==> src/rtl/spi_mem_pkg.sv <==
// Shared opcodes and the transaction phase type of the serial memory front end.
package spi_mem_pkg;

    localparam logic [7:0] CMD_WEL_SET = 8'h06;
    localparam logic [7:0] CMD_WEL_CLR = 8'h04;
    localparam logic [7:0] CMD_SR_RD   = 8'h05;
    localparam logic [7:0] CMD_SR_WR   = 8'h01;
    localparam logic [7:0] CMD_READ    = 8'h03;
    localparam logic [7:0] CMD_WRITE   = 8'h02;
    localparam logic [7:0] CMD_SLEEP   = 8'hB9;
    localparam logic [7:0] CMD_WAKE    = 8'hAB;

    // Where the current chip-select period stands.
    typedef enum logic [2:0] {
        PH_OPCODE,
        PH_ADDR_HI,
        PH_ADDR_LO,
        PH_RD_STREAM,
        PH_WR_STREAM,
        PH_SR_WRITE,
        PH_SR_READ,
        PH_DONE
    } phase_e;

endpackage

==> src/rtl/spi_in_sync.sv <==
// Multi-stage synchronizer bank for asynchronous pins.
// Assumes each pin is held for several clocks, so that a bit-wise
// synchronizer is enough; the reset value of each bit is its idle level.
module spi_in_sync #(
    parameter int          WIDTH   = 4,
    parameter int          STAGES  = 2,
    parameter logic [WIDTH-1:0] RST_VAL = '0
) (
    input  logic             clk,
    input  logic             rst_n,
    input  logic [WIDTH-1:0] d,
    output logic [WIDTH-1:0] q
);

    for (genvar b = 0; b < WIDTH; b++) begin : g_bit
        logic [STAGES-1:0] chain;

        // Shift the pin through STAGES flops.
        always_ff @(posedge clk) begin
            if (!rst_n) chain <= {STAGES{RST_VAL[b]}};
            else        chain <= {chain[STAGES-2:0], d[b]};
        end

        assign q[b] = chain[STAGES-1];
    end

endmodule

==> src/rtl/spi_so_drive.sv <==
// Output shifter: holds the byte being sent and moves one bit onto SO per
// shift request. The enable rises with the first shifted bit and stays on
// until deselect. Assumes load and shift never occur in the same clock.
module spi_so_drive (
    input  logic       clk,
    input  logic       rst_n,
    input  logic       load,
    input  logic [7:0] load_data,
    input  logic       shift,
    input  logic       sel,
    input  logic       hold_ok,
    output logic       so,
    output logic       so_oe
);

    logic [7:0] txr;
    logic       so_q;
    logic       drive_en;

    // Load a new byte or shift its MSB onto the output bit.
    always_ff @(posedge clk) begin
        if (!rst_n) begin
            txr      <= '0;
            so_q     <= 1'b0;
            drive_en <= 1'b0;
        end else begin
            if (load) begin
                txr <= load_data;
            end else if (shift) begin
                so_q <= txr[7];
                txr  <= {txr[6:0], 1'b0};
            end
            if (shift)     drive_en <= 1'b1;
            else if (!sel) drive_en <= 1'b0;
        end
    end

    assign so    = so_q;
    assign so_oe = drive_en & sel & hold_ok;

    // A byte must be loaded before the next falling SCK edge asks for it.
    assert_no_load_shift_R2: assert property (@(posedge clk) disable iff (!rst_n)
        !(load && shift));

endmodule

==> src/rtl/spi_mem_core.sv <==
// Command engine. Detects SCK edges on synchronized pins and assembles bytes
// on rising edges. Decodes one opcode per selection and runs the address and
// data phases. It issues registered RAM, status and strobe requests, and
// feeds the output shifter.
// Assumes the SCK half period is at least 4 clocks, so that read data fetched
// after a rising edge is loaded before the following falling edge.
module spi_mem_core
    import spi_mem_pkg::*;
#(
    parameter int ADDR_W = 14
) (
    input  logic              clk,
    input  logic              rst_n,
    input  logic              sck_s,
    input  logic              cs_n_s,
    input  logic              si_s,
    input  logic              hold_s,
    input  logic [7:0]        status_in,
    input  logic [7:0]        mem_rdata,
    output logic              sel,
    output logic [ADDR_W-1:0] mem_addr,
    output logic [7:0]        mem_wdata,
    output logic              mem_re,
    output logic              wr_req,
    output logic              sr_req,
    output logic [7:0]        sr_wdata,
    output logic              wel_set,
    output logic              wel_clr,
    output logic              sleep_req,
    output logic              wake_req,
    output logic              tx_load,
    output logic [7:0]        tx_data,
    output logic              tx_shift
);

    localparam logic [ADDR_W-1:0] ADDR_ONE = 1;

    logic              sck_d;
    logic [2:0]        bitcnt;
    logic [7:0]        shreg;
    logic [7:0]        addr_hi;
    logic [ADDR_W-1:0] ptr;
    logic              rd_mode;
    logic              rd_pend;
    phase_e            phase;

    logic       live, rise_ok, fall_ok;
    logic [7:0] byte_in;

    assign live     = sel & hold_s;
    assign rise_ok  = live & sck_s & ~sck_d;
    assign fall_ok  = live & ~sck_s & sck_d;
    assign byte_in  = {shreg[6:0], si_s};
    assign tx_shift = fall_ok && (phase == PH_RD_STREAM || phase == PH_SR_READ);

    // Track the previous SCK level for edge detection.
    always_ff @(posedge clk) begin
        if (!rst_n) sck_d <= 1'b0;
        else        sck_d <= sck_s;
    end

    // Selection, bit assembly, command decode and stream sequencing.
    always_ff @(posedge clk) begin
        if (!rst_n) begin
            sel       <= 1'b0;
            bitcnt    <= '0;
            shreg     <= '0;
            addr_hi   <= '0;
            ptr       <= '0;
            rd_mode   <= 1'b0;
            rd_pend   <= 1'b0;
            phase     <= PH_OPCODE;
            mem_addr  <= '0;
            mem_wdata <= '0;
            mem_re    <= 1'b0;
            wr_req    <= 1'b0;
            sr_req    <= 1'b0;
            sr_wdata  <= '0;
            wel_set   <= 1'b0;
            wel_clr   <= 1'b0;
            sleep_req <= 1'b0;
            wake_req  <= 1'b0;
            tx_load   <= 1'b0;
            tx_data   <= '0;
        end else begin
            mem_re    <= 1'b0;
            wr_req    <= 1'b0;
            sr_req    <= 1'b0;
            wel_set   <= 1'b0;
            wel_clr   <= 1'b0;
            sleep_req <= 1'b0;
            wake_req  <= 1'b0;
            tx_load   <= 1'b0;
            rd_pend   <= mem_re;
            if (rd_pend) begin
                tx_load <= 1'b1;
                tx_data <= mem_rdata;
            end
            if (hold_s) sel <= ~cs_n_s;
            if (hold_s && cs_n_s) begin
                phase  <= PH_OPCODE;
                bitcnt <= '0;
            end else if (rise_ok) begin
                shreg  <= byte_in;
                bitcnt <= bitcnt + 3'd1;
                if (bitcnt == 3'd7) begin
                    case (phase)
                        PH_OPCODE: begin
                            phase <= PH_DONE;
                            case (byte_in)
                                CMD_WEL_SET: wel_set   <= 1'b1;
                                CMD_WEL_CLR: wel_clr   <= 1'b1;
                                CMD_SLEEP:   sleep_req <= 1'b1;
                                CMD_WAKE:    wake_req  <= 1'b1;
                                CMD_SR_RD: begin
                                    tx_load <= 1'b1;
                                    tx_data <= status_in;
                                    phase   <= PH_SR_READ;
                                end
                                CMD_SR_WR: phase <= PH_SR_WRITE;
                                CMD_READ: begin
                                    rd_mode <= 1'b1;
                                    phase   <= PH_ADDR_HI;
                                end
                                CMD_WRITE: begin
                                    rd_mode <= 1'b0;
                                    phase   <= PH_ADDR_HI;
                                end
                                default: ;
                            endcase
                        end
                        PH_ADDR_HI: begin
                            addr_hi <= byte_in;
                            phase   <= PH_ADDR_LO;
                        end
                        PH_ADDR_LO: begin
                            ptr      <= ADDR_W'({addr_hi, byte_in});
                            mem_addr <= ADDR_W'({addr_hi, byte_in});
                            mem_re   <= rd_mode;
                            phase    <= rd_mode ? PH_RD_STREAM : PH_WR_STREAM;
                        end
                        PH_RD_STREAM: begin
                            ptr      <= ptr + ADDR_ONE;
                            mem_addr <= ptr + ADDR_ONE;
                            mem_re   <= 1'b1;
                        end
                        PH_WR_STREAM: begin
                            mem_addr  <= ptr;
                            mem_wdata <= byte_in;
                            wr_req    <= 1'b1;
                            ptr       <= ptr + ADDR_ONE;
                        end
                        PH_SR_WRITE: begin
                            sr_wdata <= byte_in;
                            sr_req   <= 1'b1;
                            phase    <= PH_DONE;
                        end
                        PH_SR_READ: begin
                            tx_load <= 1'b1;
                            tx_data <= status_in;
                        end
                        default: ;
                    endcase
                end
            end
        end
    end

    // Checker state: address of the previous read fetch in this selection.
    logic [ADDR_W-1:0] chk_last_re;
    logic              chk_re_seen;
    always_ff @(posedge clk) begin
        if (!rst_n) begin
            chk_last_re <= '0;
            chk_re_seen <= 1'b0;
        end else if (!sel) begin
            chk_re_seen <= 1'b0;
        end else if (mem_re) begin
            chk_last_re <= mem_addr;
            chk_re_seen <= 1'b1;
        end
    end

    assert_rd_step_R3: assert property (@(posedge clk) disable iff (!rst_n)
        (mem_re && chk_re_seen) |-> (mem_addr == chk_last_re + ADDR_ONE));

    assert_done_quiet_R6: assert property (@(posedge clk) disable iff (!rst_n)
        (phase == PH_DONE && $past(phase) == PH_DONE)
            |-> !(wel_set || wel_clr || sleep_req || wake_req || sr_req));

    assert_hold_freeze_R7: assert property (@(posedge clk) disable iff (!rst_n)
        !hold_s |=> ($stable(bitcnt) && $stable(phase)));

endmodule

==> src/rtl/spi_mem_slave.sv <==
// Top of the serial memory front end. Synchronizes the pins, runs the command
// engine and the output shifter, and gates memory and status writes with the
// permits of the external protection unit.
// Assumes a RAM that returns data one clock after mem_re, and an SCK half
// period of at least SYNC_STAGES + 2 system clocks.
module spi_mem_slave #(
    parameter int ADDR_W      = 14,
    parameter int SYNC_STAGES = 2
) (
    input  logic              clk,
    input  logic              rst_n,
    input  logic              sck,
    input  logic              cs_n,
    input  logic              si,
    input  logic              hold_n,
    output logic              so,
    output logic              so_oe,
    output logic [ADDR_W-1:0] mem_addr,
    output logic [7:0]        mem_wdata,
    output logic              mem_we,
    output logic              mem_re,
    input  logic [7:0]        mem_rdata,
    input  logic              wr_allow,
    input  logic [7:0]        status_in,
    input  logic              sr_wr_allow,
    output logic [7:0]        sr_wdata,
    output logic              sr_we,
    output logic              wel_set,
    output logic              wel_clr,
    output logic              sleep_req,
    output logic              wake_req
);

    localparam int         PIN_W   = 4;
    localparam logic [3:0] PIN_IDLE = 4'b1100;  // hold_n, cs_n, si, sck

    logic [PIN_W-1:0] pins_s;
    logic             sel, wr_req, sr_req, tx_load, tx_shift;
    logic [7:0]       tx_data;

    spi_in_sync #(.WIDTH(PIN_W), .STAGES(SYNC_STAGES), .RST_VAL(PIN_IDLE)) u_sync (
        .clk   (clk),
        .rst_n (rst_n),
        .d     ({hold_n, cs_n, si, sck}),
        .q     (pins_s)
    );

    spi_mem_core #(.ADDR_W(ADDR_W)) u_core (
        .clk       (clk),
        .rst_n     (rst_n),
        .sck_s     (pins_s[0]),
        .cs_n_s    (pins_s[2]),
        .si_s      (pins_s[1]),
        .hold_s    (pins_s[3]),
        .status_in (status_in),
        .mem_rdata (mem_rdata),
        .sel       (sel),
        .mem_addr  (mem_addr),
        .mem_wdata (mem_wdata),
        .mem_re    (mem_re),
        .wr_req    (wr_req),
        .sr_req    (sr_req),
        .sr_wdata  (sr_wdata),
        .wel_set   (wel_set),
        .wel_clr   (wel_clr),
        .sleep_req (sleep_req),
        .wake_req  (wake_req),
        .tx_load   (tx_load),
        .tx_data   (tx_data),
        .tx_shift  (tx_shift)
    );

    spi_so_drive u_so (
        .clk       (clk),
        .rst_n     (rst_n),
        .load      (tx_load),
        .load_data (tx_data),
        .shift     (tx_shift),
        .sel       (sel),
        .hold_ok   (pins_s[3]),
        .so        (so),
        .so_oe     (so_oe)
    );

    assign mem_we = wr_req & wr_allow;
    assign sr_we  = sr_req & sr_wr_allow;

    assert_hiz_deselect_R5: assert property (@(posedge clk) disable iff (!rst_n)
        (pins_s[2] && pins_s[3]) |=> !so_oe);

endmodule

==> config.mk <==
export PLATFORM = sky130hd
export DESIGN_NAME = spi_mem_slave
export DESIGN_NICKNAME = d
export VERILOG_FILES = /design/src/rtl/spi_mem_pkg.sv /design/src/rtl/spi_in_sync.sv /design/src/rtl/spi_so_drive.sv /design/src/rtl/spi_mem_core.sv /design/src/rtl/spi_mem_slave.sv
export SDC_FILE = /design/constraint.sdc
export NUM_CORES = 1
export LEC_CHECK = 0
export ABC_AREA = 0
export BUFFER_PORTS_ARGS = -buffer_cell sky130_fd_sc_hd__clkbuf_2
export CAP_MARGIN = 20
export CORE_MARGIN = 2
export CORE_UTILIZATION = 55
export CTS_CLUSTER_SIZE = 25
export DETAILED_ROUTE_END_ITERATION = 16
export PLACE_DENSITY = 0.86
export SLEW_MARGIN = 40
export SYNTH_ARGS = -nofsm -noshare
export SYNTH_HDL_FRONTEND = slang
export SYNTH_SLANG_ARGS = --single-unit
==> constraint.sdc <==
create_clock -name clk -period 2.4 [get_ports clk]
set_input_delay 0.24 -clock clk [delete_from_list [all_inputs] [get_ports clk]]
set_output_delay 0.24 -clock clk [all_outputs]
set_load 0.1 [all_outputs]
Yosys cells after proc, flatten, opt, wreduce, memory -nomap -nowiden
Cells that the tools add are included.
- flip-flop bits (word level): 101
- latch bits: 0
- memory bits (writable): 0
- memory bits (read-only): 0
- input port bits: 24
- word-level logic and storage cells: 116
- memories: 0
- add/sub/neg operators: 2
- $mul: 0
- div/mod/pow operators: 0
- $lt $le $gt $ge: 0
- eq/ne operators: 16
- shift-type cells: 0
- mux-type cells: 29
- bitwise logic cells: 18
- reductions and logical operators: 23
- operators by type and width (kind ; number):
    $mux 8 ; 7
    $pmux 14 s3 ; 1
    $pmux 14 s2 ; 1
    $eq 8x3->1 const B ; 3
    $reduce_and 4->1 ; 5
    $eq 8x2->1 const B ; 2
    $eq 8x8->1 const B ; 2
    $pmux 8 s2 ; 1
    $add 14x1->14 const B ; 1
    $mux 1 ; 13
    $eq 3x3->1 const B ; 4
    $pmux 3 s4 ; 1
    $and 1x1->1 ; 9
    $not 1->1 ; 9
    $pmux 3 s3 ; 1
    $eq 8x1->1 const B ; 1
    $eq 3x2->1 const B ; 2
    $pmux 1 s2 ; 3
    $reduce_bool 2->1 ; 3
    $reduce_or 2->1 ; 3
    $reduce_and 5->1 ; 1
    $reduce_or 5->1 ; 1
    $reduce_and 2->1 ; 2
    $reduce_bool 4->1 ; 1
    10 further kinds ; 11

Logic depth before layout (Yosys ltp)
Gate-level depths: netlist (run 1).
- depth after elaboration: 6
- mapped depth: 8

Modules after synthesis
From an unflattened synthesis (run 1), not the netlist that was laid out.
- cell total of the unflattened synthesis: 538
- area total of the unflattened synthesis: 4737.0 µm²
- by module, submodules not included (module ; times used ; cells each ; area an instance (µm²) ; seq. area each (µm²)):
    spi_mem_core ; 1 ; 473 ; 4053.9 ; 1661.6
    spi_so_drive ; 1 ; 43 ; 430.4 ; 200.2
    spi_in_sync ; 1 ; 20 ; 240.2 ; 160.2
    spi_mem_slave ; 1 ; 2 ; 12.5 ; 0.0

Worst setup path after synthesis (run 1)
No wires, ideal clock.
- kind: flip-flop to flip-flop
- start point: reg u_core.bitcnt[0]
- end point: reg u_core.tx_data[7]
- library setup time: 72 ps
- arrival time: 1742 ps
- required time: 2328 ps
- path slack: 586 ps
- stages on the path, launching flop included: 8
- path buffers: 1
- clock period less this slack: 1814 ps
- cell sequence: dfxtp_1 -> ha_1 -> ha_1 -> nand2_1 -> or3_1 -> a211oi_1 -> buf_4 -> mux2i_1
- cells in the longest elaborated chain, start to end: 4
- RTL lines (item ; line ; text):
    start, declared ; spi_mem_core.sv:39 ; logic [2:0] bitcnt;
    start signal, assigned ; spi_mem_core.sv:105 ; bitcnt <= bitcnt + 3'd1;
    $eq 3x3->1 ; spi_mem_core.sv:106 ; if (bitcnt == 3'd7) begin
    $mux 8 ; spi_mem_core.sv:106 ;
    $mux 8 ; spi_mem_core.sv:103 ; end else if (rise_ok) begin
    $mux 8 ; spi_mem_core.sv:100 ; if (hold_s && cs_n_s) begin
    end signal, assigned ; spi_mem_core.sv:97 ; tx_data <= mem_rdata;
    end signal, assigned ; spi_mem_core.sv:117 ; tx_data <= status_in;
    end signal, assigned ; spi_mem_core.sv:160 ; tx_data <= status_in;
    end, declared ; spi_mem_core.sv:32 ; output logic [7:0] tx_data,
Every way passes these cells.
A chain may end at the register's enable or synchronous reset.

Worst setup path in the final report (run 1)
- start point: reg u_core.phase[2]
- end point: reg u_core.mem_addr[3]
- cells in the longest elaborated chain, start to end: 3
- elaborated cells on any way between the ends: 6
- those cells by class: 3 x eq/ne; 1 x mux; 2 x reduce/logical
- RTL lines (item ; line ; text):
    start, declared ; spi_mem_core.sv:45 ; phase_e phase;
    start signal, assigned ; spi_mem_core.sv:140 ; phase <= rd_mode ? PH_RD_STREAM : PH_WR_STREAM;
    $eq 3x3->1 or $eq 3x2->1 (tied branches) ; spi_mem_core.sv:107 ; case (phase)
    $reduce_bool 3->1 (no line) ; - ;
    $reduce_and 4->1 (no line) ; - ;
    end signal, assigned ; spi_mem_core.sv:138 ; mem_addr <= ADDR_W'({addr_hi, byte_in});
    end signal, assigned ; spi_mem_core.sv:144 ; mem_addr <= ptr + ADDR_ONE;
    end signal, assigned ; spi_mem_core.sv:148 ; mem_addr <= ptr;
    end, declared ; spi_mem_core.sv:21 ; output logic [ADDR_W-1:0] mem_addr,
Several ways; a longest one is shown, not always the timed one.

==> results of run 1 <==
-- final cells by class --
type	instances	area, um^2	share of cell area, %
clock buffer	9	123.9	2.249
inverter	8	30.03	0.5452
sequential	101	2022	36.71
clock inverter	6	62.56	1.136
tap	108	135.1	2.453
timing repair buffer	91	540.5	9.814
multi-input combinational	418	2594	47.09
-- layer usage --
layer | part of all wire [%] | vias to the layer above | GRT usage, %
li1 | - | 2171 | -
met1 | 42 | 2108 | 32.42
met2 | 49 | 181 | 42.99
met3 | 6.8 | 27 | 4.868
met4 | 1.8 | 0 | 9.800
met5 | 0 | - | 0
-- power by group through the flow --
stage	clock network, mW	logic [mW]	registers [mW]
finish	1.07	0.0766	1.69
global route	1.14	0.0852	1.69
CTS	1.08	0.0768	1.69
detailed placement	0	0.0763	1.73
global placement	0	0.0735	1.73
floorplan	0	0.0458	1.73
-- path summary, 6_finish.rpt --
check,from,to,slack [ns],cells past startpoint
max,u_core.phase[2]$_SDFFE_PP0P_,u_core.mem_addr[3]$_SDFFE_PN0P_,0.21,5
min,hold_n,u_sync.g_bit[3].chain[0]$_SDFF_PN1_,0.05,2
max reg2reg,u_core.phase[2]$_SDFFE_PP0P_,u_core.mem_addr[3]$_SDFFE_PN0P_,0.21,5
min reg2reg,u_sync.g_bit[3].chain[0]$_SDFF_PN1_,u_sync.g_bit[3].chain[1]$_SDFF_PN1_,0.42,1
-- critical path, cell delays in order, from the launching register on --
cell and delay (ns):
dfxtp_1 0.51, or3b_4 0.45, a2111oi_4 0.37, buf_12 0.25, nand2_2 0.20, o32ai_1 0.33
-- metrics by stage --
stage / setup slack (ns) / std cells / cell area, um^2 / util [%]
6_report: 0.2060 / 741 / 5508 / 63.47
5_1_grt: 0.1088 / 741 / 5508 / 63.47
4_1_cts: 0.2197 / 741 / 5508 / 63.47
3_5_place_dp: 0.2274 / 726 / 5321 / 61.32
3_3_place_gp: 0.3177 / 726 / 5321 / 61.32
2_1_floorplan: 0.5863 / 580 / 4880 / -
-- layout by cell type, fill, tap and decap left out, types with 4 or more instances in the layout --
| cell type | count |
|---|---|
| o221ai_1 | 4 |
| nand3_1 | 17 |
| a21oi_1 | 43 |
| mux2i_1 | 38 |
| o21a_1 | 8 |
| and3_1 | 5 |
| inv_1 | 7 |
| clkbuf_8 | 9 |
| o21ai_0 | 47 |
| buf_4 | 28 |
| dfxtp_1 | 101 |
| o22ai_1 | 18 |
| nand2b_1 | 8 |
| nor4_1 | 6 |
| mux2_2 | 8 |
| a22o_1 | 4 |
| nor2b_1 | 9 |
| nor3_1 | 15 |
| nand4_1 | 5 |
| a21boi_0 | 5 |
| nor3b_1 | 4 |
| nor2_1 | 30 |
| a22oi_1 | 5 |
| a31oi_1 | 11 |
| nand2_1 | 73 |
| and2_1 | 13 |
| clkbuf_2 | 62 |
-- flip-flops by register name, summed over array words and instances (netlist names), 3 cells and up --
name / flops
u_core.bitcnt: 3
u_core.mem_addr: 14
u_so.txr: 8
u_core.phase: 3
u_sync.g_bit.chain: 8
u_core.addr_hi: 6
u_core.mem_wdata: 8
u_core.ptr: 14
u_core.tx_data: 8
u_core.sr_wdata: 8
u_core.shreg: 7
-- kinds of logic after synthesis --
kind of cell    share of synthesized area, %
mux                                    9.641
xor+xnor                              0.5386
flops                                  41.44
compound gates                         20.87
simple gates                           21.23
buf+inv                                5.512
fa+ha+maj                             0.7693
==> run metrics, run 1 <==
CTS tree=yes; Cell Rows=34; Final Cycle Share=91.42%; Top FF cell, synth=dfxtp_1; most frequent cell after synthesis=dfxtp_1; Setup TNS=0 ns; clk root buf=clkbuf_8; Ant. Diodes=0; crit-path max FO=39; Final Hold Vio Count=0; Power Total=2.832 mW; CP Class=reg -> reg; CTS sink count=101; I/O Pins=63; FFs w/ async S/R, synth=0%; Max Clock Skew=0.008825 ns; Area contributors post-synth=dfxtp_1 41%, mux2i_1 7.8%, nand2_1 5.6%; Clock power frac=37.6%; status=complete, no violations; hold-fix buffers at CTS=0; fraction of layout cells with a size suffix above 1=19.27%; CP endpoint kind=flip-flop; total number of vias=4487; Gates resized, CTS repair=0; synthesis-to-layout area growth=12.87%; die area=9641 um^2; grt total ovfl=0; unrepaired setup endpoints after global routing=false; vias in the first global route=4353; total track usage=25.48%; Net Sw Power=643.0 uW; Core ar.=8678 um^2; top cells by count, synth=101 x dfxtp_1, 73 x nand2_1, 47 x o21ai_0; mapped cell area=4880 um^2; port buffer count=62; Comb pwr share=2.7%; hold crit path type=in -> reg; flops & latches, synth=101; Die Wd=98.19 um; Post-Route WL=12160 um; Synth Net Count=607; Final ANT Viol Nets=0; fin. max-slew vios=0; H-Tree Depth=3; Sw Ratio=22.71%; first-pass GRT wire length=20380 um; Post-synth EDFFs=0; Residual DRC=0; WHS=0.05477 ns; setup bufs post-CTS=0; Placer Congestion=0.9287; crit path DAT=2.46 ns; Avg Synthesized Cell Area=8.413 um^2; fill cell count=755; pin count of the biggest net entering global routing=40; register area share after synthesis=41.44%; clk slew on worst S/H paths=0.10 ns; DRT iter0 DRCs=242; Initial Util=56.23%; Pint=2.189 mW; Synth top area share=41.44%; VDD IR max=0.3761 mV; Final setup violation count=0; Rel. slew slack=53.09%; timing-limited maximum frequency=455.8 MHz; Pwr Density=514.1 nW/um^2; antenna violations before repair=0; Num CTS Buffers=9; synth warn=0; Longest Clk Path Bufs=2; Pleak=2.096 nW; Final HPWL DP=8357 um; router iterations before antenna repair=5; startpoint types=flip-flop; Cell variety after synth=60; vias per inst=6.055; die height=98.19 um; max cap viols=0; Layout Nets=656; cell taking the most area after synthesis=dfxtp_1; min cycle time layout=2.194 ns; detail-routed net length per standard cell=16.40 um; Slew @ Worst Pin=0.6984 ns; clk_lat worst skew=0.36 ns; Req. time, crit path=2.67 ns; cell count after synthesis=580; Reg power frac=59.7%
Note: power is estimated with default switching activity, not from simulation.
==> run 2, diff against run 1 <==
--- a/config.mk
+++ b/config.mk
@@ -9,10 +9,10 @@
 export BUFFER_PORTS_ARGS = -buffer_cell sky130_fd_sc_hd__clkbuf_2
 export CAP_MARGIN = 20
 export CORE_MARGIN = 2
-export CORE_UTILIZATION = 55
+export CORE_UTILIZATION = 50
 export CTS_CLUSTER_SIZE = 25
 export DETAILED_ROUTE_END_ITERATION = 16
-export PLACE_DENSITY = 0.86
+export PLACE_DENSITY = 0.81
 export SLEW_MARGIN = 40
 export SYNTH_ARGS = -nofsm -noshare
 export SYNTH_HDL_FRONTEND = slang
==> run 2 against run 1 <==
Clock power grew 7%. Largest power group unchanged. Total power grew 3.0%. Largest cell class unchanged. Register-to-register slack is essentially flat. Wire length grew 0.12%. Critical path type unchanged.
==> run metrics, run 2 (synthesis gave the netlist of run 1 again) <==
status=complete, no violations; Longest Clk Path Bufs=2; slowest cell on the critical path=dfxtp_1; origin of the worst min-delay path=cs_n; unrepaired setup endpoints after global routing=false; max cap viols=0; H-Tree Depth=3; flop2flop setup slack=0.20 ns; port buffer count=62; Die Wd=102.8 um; most frequent cells in the layout=101 x dfxtp_1, 73 x nand2_1, 62 x clkbuf_2; Final Cycle Share=91.63%; Cell Rows=36; global routing usage on met3=5.356%; first-pass GRT wire length=20150 um; die area=10570 um^2; total track usage=24.07%; I/O Pins=63; crit-path max cell delay=0.51 ns; Residual DRC=0; Placer Congestion=0.9193; Power Total=2.918 mW; GR met1 Demand/Resource=31.15%; top flop regs=u_core.mem_addr: 14 flops, u_core.ptr: 14 flops; most common cell after layout, fill and taps aside=dfxtp_1; Final Hold Vio Count=0; pin count of the biggest net entering global routing=80; WHS=0.03855 ns; Critical Path Stages=5; clk_lat worst skew=0.38 ns; Ant. Diodes=0; clk root buf=clkbuf_8; Pleak=2.098 nW; GR peak layer=met2; vias per inst=5.860; grt total ovfl=0; Rel. slew slack=53.21%; Final ANT Viol Nets=0; clk slew on worst S/H paths=0.10 ns; Max Clock Skew=0.01331 ns; Num CTS Buffers=9; Worst Path Buf+Inv=1; Layout Nets=654; router iterations before antenna repair=8; die height=102.8 um; timing-limited maximum frequency=454.7 MHz; Top delay family on crit path=compound AO/OA/AOI/OAI gates; Final setup violation count=0; final standard cell area without fillers=5562 um^2; Crit. Startpoint=u_core.phase[2]$_SDFFE_PP0P_; CP endpoint kind=flip-flop; startpoint types=flip-flop; crit-path cells=or3b_4 > a2111oi_4 > buf_12 > nand2_2 > o32ai_1; vias in the first global route=4247; setup bufs post-CTS=0; Setup TNS=0 ns; Core ar.=9639 um^2; Initial Util=50.62%; crit-path max FO=39; CP Class=reg -> reg; hold crit path type=in -> reg; Post-DP Area=5350 um^2; antenna violations before repair=0; Post-Route WL=12170 um; DRT iter0 DRCs=338; Pwr Density=524.7 nW/um^2; Req. time, crit path=2.69 ns; VDD IR max=0.3291 mV; reg-to-reg endpoint=u_core.mem_addr[3]$_SDFFE_PN0P_; min cycle time layout=2.199 ns; hold-fix buffers at CTS=0; Gates resized, CTS repair=0; Final HPWL DP=8288 um; detail-routed net length per standard cell=15.91 um; synthesis-to-layout area growth=13.97%; CP Capture Point=u_core.mem_addr[3]$_SDFFE_PN0P_; CTS sink count=101; total number of vias=4483; fraction of layout cells with a size suffix above 1=18.99%; GRT met2 Usage=39.72%; CTS tree=yes; fill cell count=880; Worst R2R Start=u_core.phase[2]$_SDFFE_PP0P_; R2R cell count=5; Slew @ Worst Pin=0.6955 ns; crit path DAT=2.48 ns; fin. max-slew vios=0
==> run 2: area by class of cell <==
class / count / area [um^2] / share of cell area (%)
multi-input cells: 418 / 2594 / 46.64
flip-flops and latches: 101 / 2022 / 36.36
well taps: 133 / 166.4 / 2.992
clock inverters: 3 / 42.54 / 0.7649
clock buffers: 13 / 168.9 / 3.037
inverters: 8 / 30.03 / 0.5399
repair buffers: 89 / 538.0 / 9.674
==> run 2: per-layer routing <==
layer | up-vias | part of all wire, %
li1 | 2177 | -
met1 | 2090 | 43
met2 | 193 | 49
met3 | 23 | 6.9
met4 | 0 | 1.7
met5 | - | 0
==> run 2: power by group <==
group	switching, mW	leakage (nW)	total (mW)	internal, mW
registers	0.00580	0.815	1.69	1.68
logic	0.0483	1.18	0.0787	0.0304
clock network	0.585	0.106	1.15	0.567
total	0.639	2.10	2.92	2.28
==> run 2: stage by stage <==
step                setup WS (ns)  cells  utilization [%]
detailed placement         0.2680    749            55.50
global placement           0.3496    749            55.50
CTS                        0.2437    765            57.70
floorplan                  0.5863    580                -
global route               0.1065    765            57.70
finish                     0.2009    765            57.70
==> run 2: worst min-delay path by stage <==
stage                                                      to  depth (start not counted)  slack [ns]
after floorplan           u_sync.g_bit[2].chain[0]$_SDFF_PN1_                          1        0.34
after global placement    u_sync.g_bit[3].chain[1]$_SDFF_PN1_                          1        0.39
after detailed placement  u_sync.g_bit[3].chain[1]$_SDFF_PN1_                          1        0.40
after CTS                 u_sync.g_bit[2].chain[0]$_SDFF_PN1_                          2        0.03
after global routing      u_sync.g_bit[2].chain[0]$_SDFF_PN1_                          2        0.03
final                     u_sync.g_bit[2].chain[0]$_SDFF_PN1_                          2        0.04
==> run 3, diff against run 2 <==
==> constraint.sdc (replaced) <==
create_clock -name clk -period 2.5 [get_ports clk]
set_input_delay 0.25 -clock clk [delete_from_list [all_inputs] [get_ports clk]]
set_output_delay 0.25 -clock clk [all_outputs]
set_load 0.1 [all_outputs]
==> run 3 against run 2 <==
Total power decreased by 6.4%. Die area stayed put. Critical path depth grew 2. Flip-flop and latch count unchanged. Sequential power down 4%. Worst setup slack better by 0.078 ns. Fmax fell by 0.98%. Count of clock-buffer cells in the layout down 4. Final cell count decreased by 0.26%. Clock power fell by 10%. Via count rose by 0.69%. Critical endpoint is now u_core.tx_data[7]$_SDFF_PN0_. Largest power group unchanged.
==> run metrics, run 3 (synthesis gave the netlist of run 1 again) <==
status=complete, no violations; Cell Rows=36; router iterations before antenna repair=5; total track usage=23.14%; Pint=2.042 mW; Residual DRC=0; setup bufs post-CTS=0; Core ar.=9639 um^2; grt total ovfl=0; cell total after placement=747; share of the core filled with cells=57.46%; Ant. Diodes=0; total number of vias=4514; detail-routed net length per standard cell=15.80 um; Layout Nets=652; Pleak=2.082 nW; Final Cycle Share=88.83%; Num CTS Buffers=9; unrepaired setup endpoints after global routing=false; Gates resized, CTS repair=0; Die Wd=102.8 um; Net Sw Power=689.2 uW; CP endpoint kind=flip-flop; fraction of layout cells with a size suffix above 1=18.89%; CTS sink count=101; hold-fix buffers at CTS=0; vias per inst=5.916; Final HPWL DP=8301 um; Reg power frac=59.4%; H-Tree Depth=3; CTS tree=yes; WHS=0.05152 ns; fill cell count=865; most common cell after layout, fill and taps aside=dfxtp_1; startpoint types=flip-flop; CP Class=reg -> reg; most frequent cells in the layout=101 x dfxtp_1, 73 x nand2_1, 62 x clkbuf_2; timing-limited maximum frequency=450.3 MHz; max cap viols=0; Post-DP Area=5335 um^2; Req. time, crit path=2.80 ns; vias in the first global route=4065; VDD IR max=0.3997 mV; first-pass GRT wire length=19490 um; clk_lat worst skew=0.37 ns; Final ANT Viol Nets=0; I/O Pins=63; synthesis-to-layout area growth=13.51%; Non-Filler Instances=763; Max Clock Skew=0.01183 ns; pin count of the biggest net entering global routing=80; final standard cell area without fillers=5539 um^2; top flop regs=u_core.mem_addr: 14 flops, u_core.ptr: 14 flops; Sw Ratio=25.24%; Clock power frac=37.9%; clk root buf=clkbuf_8; crit-path max FO=12; fin. max-slew vios=0; die height=102.8 um; Comb pwr share=2.7%; antenna violations before repair=0; Initial Util=50.62%; Power Total=2.731 mW; clk slew on worst S/H paths=0.11 ns; Final setup violation count=0; Pwr Density=493.0 nW/um^2; crit path DAT=2.52 ns; DRT iter0 DRCs=303; Placer Congestion=0.9446; die area=10570 um^2; hold crit path type=in -> reg; Post-Route WL=12060 um; port buffer count=62; Setup TNS=0 ns; post-route setup slack=0.2793 ns; post-place setup slack=0.2772 ns; min cycle time layout=2.221 ns; Longest Clk Path Bufs=2; Slew @ Worst Pin=0.7550 ns; Final Hold Vio Count=0; Rel. slew slack=49.29%
-- run 3: cell types whose count changed in the layout (fill, tap and decap cells not counted), sizes merged --
| cell | change |
|---|---|
| buf | -2 |
| bufinv | -1 |
| clkbuf | -4 |
| clkinv | +2 |
| inv | +3 |
-- run 3: worst paths after layout --
| path | from | to | slack, ns | depth (start not counted) |
|---|---|---|---|---|
| min | cs_n | u_sync.g_bit[2].chain[0]$_SDFF_PN1_ | 0.05 | 2 |
| min reg2reg | u_sync.g_bit[2].chain[0]$_SDFF_PN1_ | u_sync.g_bit[2].chain[1]$_SDFF_PN1_ | 0.42 | 1 |
| max | u_core.bitcnt[0]$_SDFFE_PP0N_ | u_core.tx_data[7]$_SDFF_PN0_ | 0.28 | 7 |
| max reg2reg | u_core.bitcnt[0]$_SDFFE_PP0N_ | u_core.tx_data[7]$_SDFF_PN0_ | 0.28 | 7 |
-- run 3: cell type report --
cell class / instances / area, um^2 / share of cell area [%]
multi-input combinational: 418 / 2594 / 46.83
clock buffer: 9 / 123.9 / 2.236
inverter: 8 / 30.03 / 0.5421
timing repair buffer: 87 / 523.0 / 9.442
clock inverter: 7 / 80.08 / 1.446
tap: 133 / 166.4 / 3.004
sequential: 101 / 2022 / 36.50
-- run 3: per-layer routing --
layer / part of all wire [%] / track usage [%]
met2: 48 / 37.41
met5: 0 / 0
met3: 6.2 / 4.949
met1: 44 / 30.84
met4: 1.3 / 7.996
-- run 3: critical path, cell delays in order, from the launching register on --
cell,delay [ns]
dfxtp_1,0.36
ha_1,0.16
ha_1,0.13
nand2_1,0.23
or3_1,0.56
a211oi_2,0.25
buf_4,0.25
mux2i_1,0.22
-- run 3: power by group through the flow --
stage | Combinational (mW) | Clock, mW | Sequential [mW]
6_report | 0.0746 | 1.03 | 1.62
5_1_grt | 0.0816 | 1.13 | 1.62
4_1_cts | 0.0744 | 1.05 | 1.62
3_5_place_dp | 0.0739 | 0 | 1.66
3_3_place_gp | 0.0721 | 0 | 1.66
2_1_floorplan | 0.0440 | 0 | 1.66
